==> src/rtl/rsr_pkg.sv <==
package rsr_pkg;
  localparam int unsigned RSR_SEG_LEN_DEF = 8192;
  localparam int unsigned RSR_SEG_MAX_DEF = 64;
  localparam int unsigned RSR_ADDR_W_DEF  = 19;
  localparam int unsigned RSR_SYNC_DEF    = 2;

  typedef enum logic [1:0] {
    ACQ_IDLE = 2'd0,
    ACQ_OPEN = 2'd1,
    ACQ_DONE = 2'd2
  } acq_state_t;
endpackage

==> src/rtl/rsr_trig_sync.sv <==
module rsr_trig_sync #(
  parameter int unsigned STAGES = 2
) (
  input  logic clk,
  input  logic rst_n,
  input  logic async_in,
  output logic rise
);
  logic [STAGES:0] chain;

  // Synchronizer stages followed by one history flop for edge detection
  for (genvar g = 0; g <= STAGES; g++) begin : g_stage
    if (g == 0) begin : g_first
      always_ff @(posedge clk or negedge rst_n) begin
        if (!rst_n) chain[0] <= 1'b0;
        else        chain[0] <= async_in;
      end
    end else begin : g_next
      always_ff @(posedge clk or negedge rst_n) begin
        if (!rst_n) chain[g] <= 1'b0;
        else        chain[g] <= chain[g-1];
      end
    end
  end

  assign rise = chain[STAGES-1] & ~chain[STAGES];
endmodule

==> src/rtl/rsr_window.sv <==
module rsr_window
  import rsr_pkg::*;
#(
  parameter int unsigned SEG_LEN = RSR_SEG_LEN_DEF,
  parameter int unsigned SEG_MAX = RSR_SEG_MAX_DEF
) (
  input  logic clk,
  input  logic rst_n,
  input  logic trig_rise,
  input  logic smp_stb,
  input  logic halt,
  output logic win_open,
  output logic take,
  output logic done
);
  localparam int unsigned CNT_W = (SEG_LEN > 1) ? $clog2(SEG_LEN) : 1;
  localparam int unsigned SEG_W = $clog2(SEG_MAX + 1);
  localparam logic [CNT_W-1:0] LAST_STB = CNT_W'(SEG_LEN - 1);
  localparam logic [SEG_W-1:0] LAST_SEG = SEG_W'(SEG_MAX - 1);

  acq_state_t       state;
  logic [CNT_W-1:0] stb_cnt;
  logic [SEG_W-1:0] seg_cnt;

  assign win_open = (state == ACQ_OPEN);
  assign take     = win_open & smp_stb & ~halt;
  assign done     = (state == ACQ_DONE);

  always_ff @(posedge clk or negedge rst_n) begin
    if (!rst_n) begin
      state   <= ACQ_IDLE;
      stb_cnt <= '0;
      seg_cnt <= '0;
    end else if (halt) begin
      state   <= ACQ_DONE;
      stb_cnt <= '0;
    end else begin
      case (state)
        ACQ_IDLE: if (trig_rise) state <= ACQ_OPEN;
        ACQ_OPEN: if (smp_stb) begin
          if (stb_cnt == LAST_STB) begin
            stb_cnt <= '0;
            seg_cnt <= seg_cnt + 1'b1;
            state   <= (seg_cnt == LAST_SEG) ? ACQ_DONE : ACQ_IDLE;
          end else begin
            stb_cnt <= stb_cnt + 1'b1;
          end
        end
        default: state <= ACQ_DONE;
      endcase
    end
  end
endmodule

==> src/rtl/rsr_addr_gen.sv <==
module rsr_addr_gen #(
  parameter int unsigned ADDR_W = 19
) (
  input  logic              clk,
  input  logic              rst_n,
  input  logic              take,
  input  logic              rd_mode,
  input  logic              rd_pulse,
  output logic [ADDR_W-1:0] addr,
  output logic              we
);
  logic rd_mode_q;

  always_ff @(posedge clk or negedge rst_n) begin
    if (!rst_n) begin
      addr      <= '0;
      we        <= 1'b0;
      rd_mode_q <= 1'b0;
    end else begin
      rd_mode_q <= rd_mode;
      we        <= take;
      if (rd_mode && !rd_mode_q)  addr <= '0;
      else if (rd_mode)           addr <= addr + ADDR_W'(rd_pulse);
      else if (we)                addr <= addr + 1'b1;
    end
  end
endmodule

==> src/rtl/rsr_seg_recorder.sv <==
module rsr_seg_recorder
  import rsr_pkg::*;
#(
  parameter int unsigned SEG_LEN = RSR_SEG_LEN_DEF,
  parameter int unsigned SEG_MAX = RSR_SEG_MAX_DEF,
  parameter int unsigned ADDR_W  = RSR_ADDR_W_DEF,
  parameter int unsigned SYNC    = RSR_SYNC_DEF
) (
  input  logic              clk,
  input  logic              rst_n,
  input  logic              trig_in,
  input  logic              smp_stb,
  input  logic              force_end,
  input  logic              rd_mode,
  input  logic              rd_pulse,
  output logic [ADDR_W-1:0] mem_addr,
  output logic              mem_en_n,
  output logic              mem_we,
  output logic              mem_full
);
  logic trig_rise, win_open, take, done;

  rsr_trig_sync #(.STAGES(SYNC)) u_sync (
    .clk(clk), .rst_n(rst_n), .async_in(trig_in), .rise(trig_rise)
  );

  rsr_window #(.SEG_LEN(SEG_LEN), .SEG_MAX(SEG_MAX)) u_win (
    .clk(clk), .rst_n(rst_n), .trig_rise(trig_rise), .smp_stb(smp_stb),
    .halt(force_end | rd_mode), .win_open(win_open), .take(take), .done(done)
  );

  rsr_addr_gen #(.ADDR_W(ADDR_W)) u_addr (
    .clk(clk), .rst_n(rst_n), .take(take), .rd_mode(rd_mode),
    .rd_pulse(rd_pulse), .addr(mem_addr), .we(mem_we)
  );

  assign mem_en_n = ~(win_open | mem_we | rd_mode);
  assign mem_full = done;
endmodule

==> config.mk <==
export PLATFORM = sky130hd
export DESIGN_NAME = rsr_seg_recorder
export DESIGN_NICKNAME = d
export VERILOG_FILES = /design/src/rtl/rsr_pkg.sv /design/src/rtl/rsr_trig_sync.sv /design/src/rtl/rsr_window.sv /design/src/rtl/rsr_addr_gen.sv /design/src/rtl/rsr_seg_recorder.sv
export SDC_FILE = /design/constraint.sdc
export NUM_CORES = 1
export LEC_CHECK = 0
export ABC_AREA = 0
export BUFFER_PORTS_ARGS = -buffer_cell sky130_fd_sc_hd__buf_2
export CAP_MARGIN = 0
export CORE_UTILIZATION = 52
export DETAILED_ROUTE_END_ITERATION = 7
export PLACE_DENSITY = 0.84
export SLEW_MARGIN = 20
export SYNTH_ARGS = -nofsm -noshare
export SYNTH_HDL_FRONTEND = slang
export SYNTH_HIERARCHICAL = 1
export SYNTH_SLANG_ARGS = --single-unit
==> constraint.sdc <==
create_clock -name clk -period 1.9 [get_ports clk]
set_clock_uncertainty 0.1 [all_clocks]
set_input_delay 0.095 -clock clk [delete_from_list [all_inputs] [get_ports clk]]
set_output_delay 0.095 -clock clk [all_outputs]
set_load 0.005 [all_outputs]
==> results.md <==
* Status: complete, no violations
* Buffers added on ports at 28
* DRT iter0 DRCs at 136
* Register bit total from synthesis at 46
* Cell mode on critical path: ha_4
* Top cells by count, synth: dfrtp_1 (46), nor2_1 (20), nand2_1 (15)
* Crit-path cells: ha_4 > ha_4 > o211a_4 > nand2_4 > or4_4 > mux2_4
* Synth area leaders: dfrtp_1 (49%), xor2_1 (4.9%), nor2_1 (3.2%)
* H-tree lvl count at 2
* Post-layout min period at 1860 ps
* Worst-Skew Late Latency at 300 ps
* Placed Cells at 325
* GP Congestion at 0.875
* Layout area overhead at 26.5%
* Critical path startpoint: u_addr/addr[0]$_DFFE_PN0P_
* DRC Markers at 0
* Worst Max-Slew Pin Slew at 577 ps
* Layout Cells excl Fill at 337
* FF-to-FF End: u_addr/addr[18]$_DFFE_PN0P_
* Sequential area share after synthesis at 0.493
* RSZ-0062 raised after global routing: true
* Setup crit end: u_addr/addr[18]$_DFFE_PN0P_
* Worst EP required at 1990 ps
* Crit end category: flip-flop
* Initial antenna violation count at 0
* GRT Total Usage at 0.225
* PD cells at 628 nW/um^2
* Drt total wl at 4880 um
* Clock Path Buffers at 2
* Pre-antenna DRT Iters at 4
* Startpoint class of the critical path: flip-flop
* Clk slew on worst S/H paths at 80 ps
* Max-Cap Viols at 0
* Hold WC Path Type: input pin to flip-flop
* Die X at 69.0 um
* Synth Flop Type: dfrtp_1
* Fmax at 537 MHz
* Avg Cell Area, Syn at 10.7 um^2
* Post-synth net total at 230
* Hold Vio Cnt, Final at 0
* CP Class: flip-flop to flip-flop
* CP Max Fanout at 5
* EDFF count, synth at 0
* Crit path DAT at 1960 ps
* Total chip power at 1.86 mW
* Fin Hold WS at 48.8 ps
* Maximum vdd drop at 0.422 mV
* Hold path startpoint: force_end
* Via count at 1915
* Setup Viol. Count Final at 0
* Area of the multi-input gates at 1150 um^2
* Max incr delay on CP at 420 ps
* CTS tree: yes
* Synth top area share at 0.493
* Max-slew violation count at 0
* Synthesized area at 2340 um^2
* IO Pins at 29
* FF-to-FF path depth at 6
* R2r startpoint: u_addr/addr[0]$_DFFE_PN0P_
* Cell Rows at 24
* Grt total ovfl at 0
* Die footprint at 4760 um^2
* Post-Syn Instances at 219
* Core Region at 4320 um^2
* FF-to-FF setup slack at 40 ps
* N_diodes at 0
* Share of cells above drive strength 1 at 0.326
* Ys async rst share at 1.00
* Global-route wire length before repair at 8650 um
* Number of global-route vias before repair at 1968
* Die H at 69.0 um
* Reg area at 1150 um^2
* Largest net degree at the start of global routing at 25
* Yosys top cell by area: dfrtp_1
* Total leakage power at 1.46 nW
* Antenna-violating nets left at 0
* Max-slew headroom at 0.615
* Starting Density at 0.540
* DR vias/cell at 5.68
* Detail Placement HPWL at 3470 um
* Fillers at 334
* Sink Count at 46
* Drt wl/cell at 14.5 um
* Root Buffer: clkbuf_8
* CTS buffer count at 5
* Synth unique cells at 48
* Yosys warnings at 6
* Final net count at 296
* Crit share post-route at 0.981
* Slowest cell on the critical path: or4_4
* Top-count cell post-synth: dfrtp_1
[cell usage in the layout (no fill, tap or decap), types with 3 or more instances in the layout]
cell type and count:
xor2_1 13, o21ai_0 9, nand4_1 9, a21oi_1 8, nor2b_1 4, xnor2_1 8, nand2_1 15, dlygate4sd3_1 4
o31ai_1 3, clkbuf_8 6, nor2_1 20, buf_2 28, dfrtp_1 45, or3_1 5, inv_1 6, nor3_1 5
buf_4 33, nand3_1 14
[cells by family after synthesis]
kind of cell,synth area share
AND/OR/NAND/NOR,0.269
flip-flops,0.493
AO/OA/AOI/OAI,0.0911
XOR/XNOR,0.0787
buffers and inverters,0.0268
multiplexers,0.0198
adder cells (fa/ha/maj),0.0214
[power breakdown]
part	switching, mW	total (mW)	leakage, nW	internal (mW)
Clock	0.315	0.736	0.0573	0.421
Combinational	0.0625	0.119	0.783	0.0568
Sequential	0.0109	1.00	0.620	0.990
[worst min-delay path by stage]
stage	end	slack [ps]	cells past startpoint
floorplan	u_addr/addr[0]$_DFFE_PN0P_	-300	0
global placement	u_addr/addr[4]$_DFFE_PN0P_	10	1
detailed placement	u_addr/addr[4]$_DFFE_PN0P_	10	1
CTS	u_win/state[1]$_DFFE_PN0P_	50	4
global route	u_addr/addr[0]$_DFFE_PN0P_	90	3
finish	u_win/state[1]$_DFFE_PN0P_	50	4
[worst max-delay path: cells and delay by family, from the launching register on]
family	cells	cell delay, ps
adder cells (fa/ha/maj)	2	290
multiplexers	1	300
flip-flops	1	390
AO/OA/AOI/OAI	1	190
AND/OR/NAND/NOR	2	480
[through the flow]
stage                     setup TNS (ps)  utilization  worst slack (ps)  cell area, um^2
after floorplan                        0            -              45.5             2360
after global placement                 0        0.644              56.6             2780
after detailed placement               0        0.644              12.6             2780
after CTS                              0        0.679              2.19             2940
after global routing               -14.8        0.683             -14.4             2960
final                                  0        0.683              36.2             2960
[per-layer routing]
metal,part of all wire,routed length [um],track usage,up-vias
met5,0,0,0,-
met4,0.021,104,0.107,0
met3,0.038,186,0.0395,12
met2,0.52,2550,0.396,51
met1,0.42,2040,0.265,931
li1,-,-,-,921
[flip-flops by register name, summed over array words and instances, names as in the netlist]
name / count
u_addr/addr: 19
u_addr/rd_mode_q: 1
u_addr/we: 1
u_sync/chain: 3
u_win/seg_cnt: 7
u_win/state: 2
u_win/stb_cnt: 13
[what timing repair did]
action / CTS / global route
hold endpoints to repair: 26 / 0
gates resized for setup: 0 / 2
endpoints found under the setup margin: 0 / 2
hold buffers: 4 / 0
setup buffers: 0 / 1
[layout make-up]
cell class / instances / area share
multi-input combinational: 160 / 0.391
sequential: 46 / 0.390
timing repair buffer: 66 / 0.152
clock buffer: 6 / 0.0279
tap: 52 / 0.0220
clock inverter: 1 / 0.0102
inverter: 6 / 0.00762
(Power assumes the default switching activity.)
